**src/rtl/sar_ctrl_pkg.sv**
```systemverilog
package sar_ctrl_pkg;

    localparam int unsigned DEF_WIDTH    = 16;
    localparam int unsigned DEF_PREV_CYC = 8;

    typedef enum logic [1:0] {
        ST_TRACK  = 2'd0,
        ST_SEARCH = 2'd1,
        ST_LATCH  = 2'd2
    } sar_state_e;

    typedef struct packed {
        logic busy;
        logic hold;
    } seq_flags_t;

    typedef struct packed {
        logic drive;
        logic swap;
    } lane_ctl_t;

endpackage

```
**src/rtl/sar_seq.sv**
```systemverilog
module sar_seq
    import sar_ctrl_pkg::*;
#(
    parameter int unsigned W        = DEF_WIDTH,
    parameter int unsigned PREV_CYC = DEF_PREV_CYC
) (
    input  logic         clk,
    input  logic         rst,
    input  logic         start_lvl,
    input  logic         cmp_hi,
    output seq_flags_t   flags,
    output logic [W-1:0] dac_word,
    output logic [W-1:0] rd_word
);
    localparam int unsigned IW = $clog2(W);
    localparam int unsigned CW = $clog2(W + 1);
    localparam logic [CW-1:0] PV_LIM = CW'(PREV_CYC);
    localparam logic [W-1:0]  ONE    = {{(W-1){1'b0}}, 1'b1};

    sar_state_e     state;
    logic [IW-1:0]  idx;
    logic [W-1:0]   sar;
    logic [W-1:0]   result;
    logic [CW-1:0]  cnt;
    logic           start_q;

    logic           fire;
    logic [W-1:0]   trial_bit;
    logic [W-1:0]   kept;

    assign fire      = start_lvl & ~start_q;
    assign trial_bit = ONE << idx;
    assign kept      = cmp_hi ? (sar | trial_bit) : sar;

    always_ff @(posedge clk) begin
        if (rst) begin
            state   <= ST_TRACK;
            idx     <= '0;
            sar     <= '0;
            result  <= '0;
            cnt     <= '0;
            start_q <= 1'b0;
        end else begin
            start_q <= start_lvl;
            case (state)
                ST_TRACK: begin
                    if (fire) begin
                        state <= ST_SEARCH;
                        idx   <= IW'(W - 1);
                        sar   <= '0;
                        cnt   <= '0;
                    end
                end
                ST_SEARCH: begin
                    if (fire) begin
                        state <= ST_TRACK;
                        sar   <= '0;
                    end else begin
                        sar <= kept;
                        cnt <= cnt + 1'b1;
                        if (idx == '0) begin
                            result <= {~kept[W-1], kept[W-2:0]};
                            state  <= ST_LATCH;
                        end else begin
                            idx <= idx - 1'b1;
                        end
                    end
                end
                default: state <= ST_TRACK;
            endcase
        end
    end

    assign flags.busy = (state == ST_TRACK);
    assign flags.hold = (state != ST_TRACK);
    assign dac_word   = (state == ST_SEARCH) ? (sar | trial_bit) : '0;
    assign rd_word    = (state == ST_SEARCH && cnt >= PV_LIM) ? '0 : result;

    // busy only falls after the combined start condition was seen
    assert_start_cause_R2: assert property (@(posedge clk) disable iff (rst)
        $fell(flags.busy) |-> $past(start_lvl));

    // a fresh command during a conversion returns to tracking
    assert_abort_R7: assert property (@(posedge clk) disable iff (rst)
        (!flags.busy && fire) |=> flags.busy);

    // no trial word is presented outside a conversion
    assert_idle_dac_R4: assert property (@(posedge clk) disable iff (rst)
        flags.busy |-> (dac_word == '0));

    // the result is already stable when busy rises after a full search
    assert_load_early_R6: assert property (@(posedge clk) disable iff (rst)
        ($rose(flags.busy) && $past(state == ST_LATCH)) |-> $stable(result));

    // the search never runs past W cycles
    assert_busy_len_R3: assert property (@(posedge clk) disable iff (rst)
        !flags.busy |-> (cnt <= CW'(W)));

endmodule

```
**src/rtl/sar_lanes.sv**
```systemverilog
module sar_lanes
    import sar_ctrl_pkg::*;
#(
    parameter int unsigned W = DEF_WIDTH
) (
    input  logic         clk,
    input  logic         rst,
    input  lane_ctl_t    ctl,
    input  logic [W-1:0] word,
    output logic [W-1:0] bus_out,
    output logic [1:0]   lane_oe
);
    localparam int unsigned L = W / 2;

    for (genvar g = 0; g < 2; g++) begin : g_lane
        logic [L-1:0] src;
        assign src = ctl.swap ? word[(1-g)*L +: L] : word[g*L +: L];
        assign bus_out[g*L +: L] = ctl.drive ? src : '0;
        assign lane_oe[g]        = ctl.drive;
    end

    // a deselected port stays quiet
    assert_quiet_R9: assert property (@(posedge clk) disable iff (rst)
        !ctl.drive |-> (lane_oe == 2'b00 && bus_out == '0));

endmodule

```
**src/rtl/sar_adc_ctrl.sv**
```systemverilog
module sar_adc_ctrl
    import sar_ctrl_pkg::*;
#(
    parameter int unsigned W        = DEF_WIDTH,
    parameter int unsigned PREV_CYC = DEF_PREV_CYC
) (
    input  logic         clk,
    input  logic         rst,
    input  logic         cs_n,
    input  logic         rc_n,
    input  logic         lane_sel,
    input  logic         cmp_hi,
    output logic         busy,
    output logic         hold,
    output logic [W-1:0] dac_word,
    output logic [W-1:0] bus_out,
    output logic [1:0]   lane_oe
);
    seq_flags_t   flags;
    lane_ctl_t    ctl;
    logic [W-1:0] rd_word;
    logic         start_lvl;

    // combined control is active while the OR of both lines is low
    assign start_lvl = ~(cs_n | rc_n);
    assign ctl.drive = ~cs_n & rc_n;
    assign ctl.swap  = lane_sel;

    sar_seq #(.W(W), .PREV_CYC(PREV_CYC)) u_seq (
        .clk       (clk),
        .rst       (rst),
        .start_lvl (start_lvl),
        .cmp_hi    (cmp_hi),
        .flags     (flags),
        .dac_word  (dac_word),
        .rd_word   (rd_word)
    );

    sar_lanes #(.W(W)) u_lanes (
        .clk     (clk),
        .rst     (rst),
        .ctl     (ctl),
        .word    (rd_word),
        .bus_out (bus_out),
        .lane_oe (lane_oe)
    );

    assign busy = flags.busy;
    assign hold = flags.hold;

endmodule

```
**config.mk**
```make
export PLATFORM = sky130hd
export DESIGN_NAME = sar_adc_ctrl
export DESIGN_NICKNAME = d
export VERILOG_FILES = /design/src/rtl/sar_ctrl_pkg.sv /design/src/rtl/sar_seq.sv /design/src/rtl/sar_lanes.sv /design/src/rtl/sar_adc_ctrl.sv
export SDC_FILE = /design/constraint.sdc
export NUM_CORES = 1
export LEC_CHECK = 0
export BUFFER_PORTS_ARGS = -buffer_cell sky130_fd_sc_hd__buf_2
export CAP_MARGIN = 25
export CORE_MARGIN = 4
export CORE_UTILIZATION = 40
export CTS_BUF_LIST = sky130_fd_sc_hd__clkbuf_8
export CTS_CLUSTER_SIZE = 16
export DETAILED_ROUTE_END_ITERATION = 8
export PLACE_DENSITY_LB_ADDON = 0.3
export SLEW_MARGIN = 15
export SYNTH_ARGS = -nofsm -noshare
export SYNTH_HDL_FRONTEND = slang
export SYNTH_SLANG_ARGS = --single-unit
```
**constraint.sdc**
```tcl
create_clock -name clk -period 1.75 [get_ports clk]
set_input_delay 0.0875 -clock clk [delete_from_list [all_inputs] [get_ports clk]]
set_output_delay 0.0875 -clock clk [all_outputs]
set_load 0.005 [all_outputs]
```
==> results.tsv <==
stage	metric	value	unit
status	status	completed	
floorplan	die_y	84.99	um
place	hpwlAfterDp	4193	um
hold_path	hold_depth	2	
layout	final_cell_area	2835	um^2
floorplan	io-pin-count	42	
synthesis	syn_area	2371	um^2
timing	setup_viol	0	
timing	maxSlewViolCount	0	
drt	drt_iter0_markers	162	
drt	antenna_left	0	
layout	finish.net_count	339	
grt	busiest_layer	met2	
power	ir_worst_vdd	0.0004359	V
grt	grt_use_met1	0.2510	
setup_path	critical_path_class	flop to output port	
setup_path	crit_required	1660	ps
layout	stdcell_count	399	
drt	first_pass_iters	4	
layout	n_fill_cell	543	
power	total_leakage_power	0.001092	uW
grt	grt_pass1_vias	2054	
layout	diodes	0	
drt	drc_errors	0	
synthesis	synth-seq-area-share	0.3715	
clock_network	cts.sinks	44	
synthesis	synthXorXnorAreaFrac	0	
setup_path	cp_max_fo	5	
synthesis	synth-adder-area-share	0.03694	
clock_network	tritoncts	yes	
timing	max-slew-margin-rel	0.7060	
setup_path	start_kind	flop	
place	gp_congestion	0.8214	
grt	use_met3	0.03204	
setup_path	reg2reg_to	u_seq.idx[1]	
synthesis	synth_flop_cell	dfxtp_1	
drt	num_vias	2189	
drt	vias_per_cell	5.486	
setup_path	rr_worst_depth	5	
synthesis	avgSynthCellArea	8.349	um^2
clock_network	htreeDepth	2	
clock_network	clock-root-buffer	clkbuf_8	
hold_path	min_to	u_seq.idx[3]	
synthesis	synthSimpleGateAreaFrac	0.2121	
place	placed_cell_area	2655	um^2
synthesis	netlist_instances	284	
clock_network	clkLatencyLatePin	300	ps
floorplan	start_util	0.4203	
synthesis	synth_edf_count	0	
grt	grt_remaining_overflow	0	
clock_network	cts_made_buffers	5	
synthesis	synth_top_family_by_area	compound AO/OA/AOI/OAI gates	
setup_path	cp.arrival	1550	ps
layout	area_growth	19.58	%
timing	final_hold_viol_count	0	
hold_path	worstHoldStart	rst	
place	portBuffers	41	
layout	postLayoutCoreUtil	0.5026	
drt	post_drt_wl_per_cell	15.00	um
setup_path	end_kind	output port	
clock_network	clockBufferDepth	2	
synthesis	synth_compound_area_frac	0.2385	
timing	finalSetupTns	0	ps
floorplan	die_area	7223	um^2
grt	grt_use_met2	0.2514	
synthesis	yosysUniqueCellTypes	40	
drt	wl	5985	um
place	dp_cells	387	
clock_network	clk_pin_slew_worst_paths	90	ps
setup_path	rr_startpoint	u_seq.idx[0]	
job	drv_cap	0	
layout	drive_above_1_share	0.2813	
grt	grt_usage	0.1701	
grt	grt_pass1_wl	10030	um
synthesis	synthMuxAreaShare	0.07177	
power	power.density	823.0	nW/um^2
grt	grt_max_degree	24	
timing	fin_crit	1640	ps
hold_path	min_path_type	primary input to flop	
timing	worstMarginPinSlew	439.0	ps
timing	period_share	0.9369	
synthesis	syn_nets	297	
timing	fmax	0.6099	GHz
setup_path	ff2ff_setup_slack	140	ps
synthesis	async_flop_share	0	
floorplan	die_x	84.99	um
timing	finalClockSkew	10.29	ps
grt	antenna_found_initial	0	
synthesis	yosysWarnings	0	
floorplan	rows	27	
synthesis	synth_seq_cells	44	
floorplan	coreArea	5642	um^2
[cell usage after synthesis (2+ instances only)]
cell	count	area, um^2
nor2b_1	7	43.79
buf_6	2	22.52
nand2b_1	3	18.77
dfxtp_1	44	880.8
o31ai_1	5	37.54
a31oi_1	33	206.5
nor2_1	55	206.5
ha_1	7	87.58
clkbuf_1	7	26.28
nor3_1	17	85.08
nand3_1	3	15.01
a211oi_2	10	125.1
buf_1	2	7.510
a211oi_1	5	37.54
a21oi_1	19	95.09
buf_2	14	70.07
inv_1	8	30.03
or4_1	5	37.54
mux2i_1	17	170.2
[flip-flops by register name, indices dropped and copies added (netlist names)]
register / cells
u_seq.start_q: 1
u_seq.result: 16
u_seq.sar: 16
u_seq.cnt: 5
u_seq.idx: 4
u_seq.state: 2
[per-layer routing]
metal | up-vias | wire length [um]
li1 | 1113 | -
met3 | 6 | 417
met2 | 66 | 2510
met1 | 1004 | 2983
met4 | 0 | 74
met5 | - | 0
[cells in the final DEF (no fill, tap or decap), types with 2 or more instances in the layout]
cell           instances
a31oi_1               33
a211oi_1               5
buf_2                 41
dlygate4sd3_1          2
a21oi_1               19
clkbuf_8               5
inv_2                  2
ha_1                   6
a211oi_2              10
nor2b_1                3
nor2_1                55
nor2b_2                3
nand3_1                3
nor3_1                17
buf_4                 18
o31ai_1                5
dfxtp_1               43
nand2b_1               2
inv_1                  6
mux2i_1               17
or4_1                  5
[how the worst max path moves through the flow]
stage	startpoint	to	slack, ps	cells past startpoint
2_1_floorplan	u_seq.idx[0]	u_seq.idx[2]	140	5
3_3_place_gp	u_seq.idx[0]	u_seq.idx[1]	140	5
3_5_place_dp	u_seq.idx[0]	u_seq.result[1]	70	6
4_1_cts	u_seq.idx[0]	dac_word[2]	7	6
5_1_grt	u_seq.idx[0]	dac_word[11]	-4	6
6_report	u_seq.idx[0]	dac_word[11]	110	6
[critical path, cell delays in order (launching register included)]
cell     delay (ps)
dfxtp_1         320
buf_4           150
ha_1            250
nor2b_2         200
a21oi_1         160
nor2_1           50
buf_2           130
[power by group]
group | internal (uW) | switching [uW] | total (uW) | leakage, uW
combinational | 188 | 271 | 459 | 0.000680
sequential | 1040 | 31.0 | 1070 | 0.000357
clock | 430 | 379 | 809 | 0.0000548
total | 1650 | 681 | 2330 | 0.00109
[cells by family (layout without fill, tap and decap cells)]
| kind of cell | Yosys count | after routing |
|---|---|---|
| AND/OR/NAND/NOR | 102 | 102 |
| AO/OA/AOI/OAI | 80 | 80 |
| flip-flops | 44 | 44 |
| buffers and inverters | 34 | 77 |
| multiplexers | 17 | 17 |
| adder cells (fa/ha/maj) | 7 | 7 |
[stage by stage]
stage / setup slack (ps) / hold WS, ps / total power [uW]
floorplan: 141.8 / 164.3 / 1382
global placement: 141.3 / 308.9 / 1501
detailed placement: 73.44 / 316.3 / 1510
CTS: 6.511 / 59.88 / 2335
global route: -4.285 / 83.09 / 2449
finish: 110.5 / 68.94 / 2333
[cell type report]
type,instances,area (um^2),share of cell area
timing repair buffer,61,360.3,0.1271
inverter,8,30.03,0.01059
clock buffer,5,68.82,0.02427
tap,72,90.09,0.03177
clock inverter,3,46.29,0.01633
sequential,44,882.1,0.3111
multi-input combinational,206,1358,0.4788
[what timing repair did]
action	in CTS	in global routing
buffers inserted	2	0
gates resized for setup	1	10
hold buffers	2	0
pin swaps	0	1
setup endpoints to repair	1	34
endpoints found under the hold margin	1	0
Power figures use the tool's default switching activity.
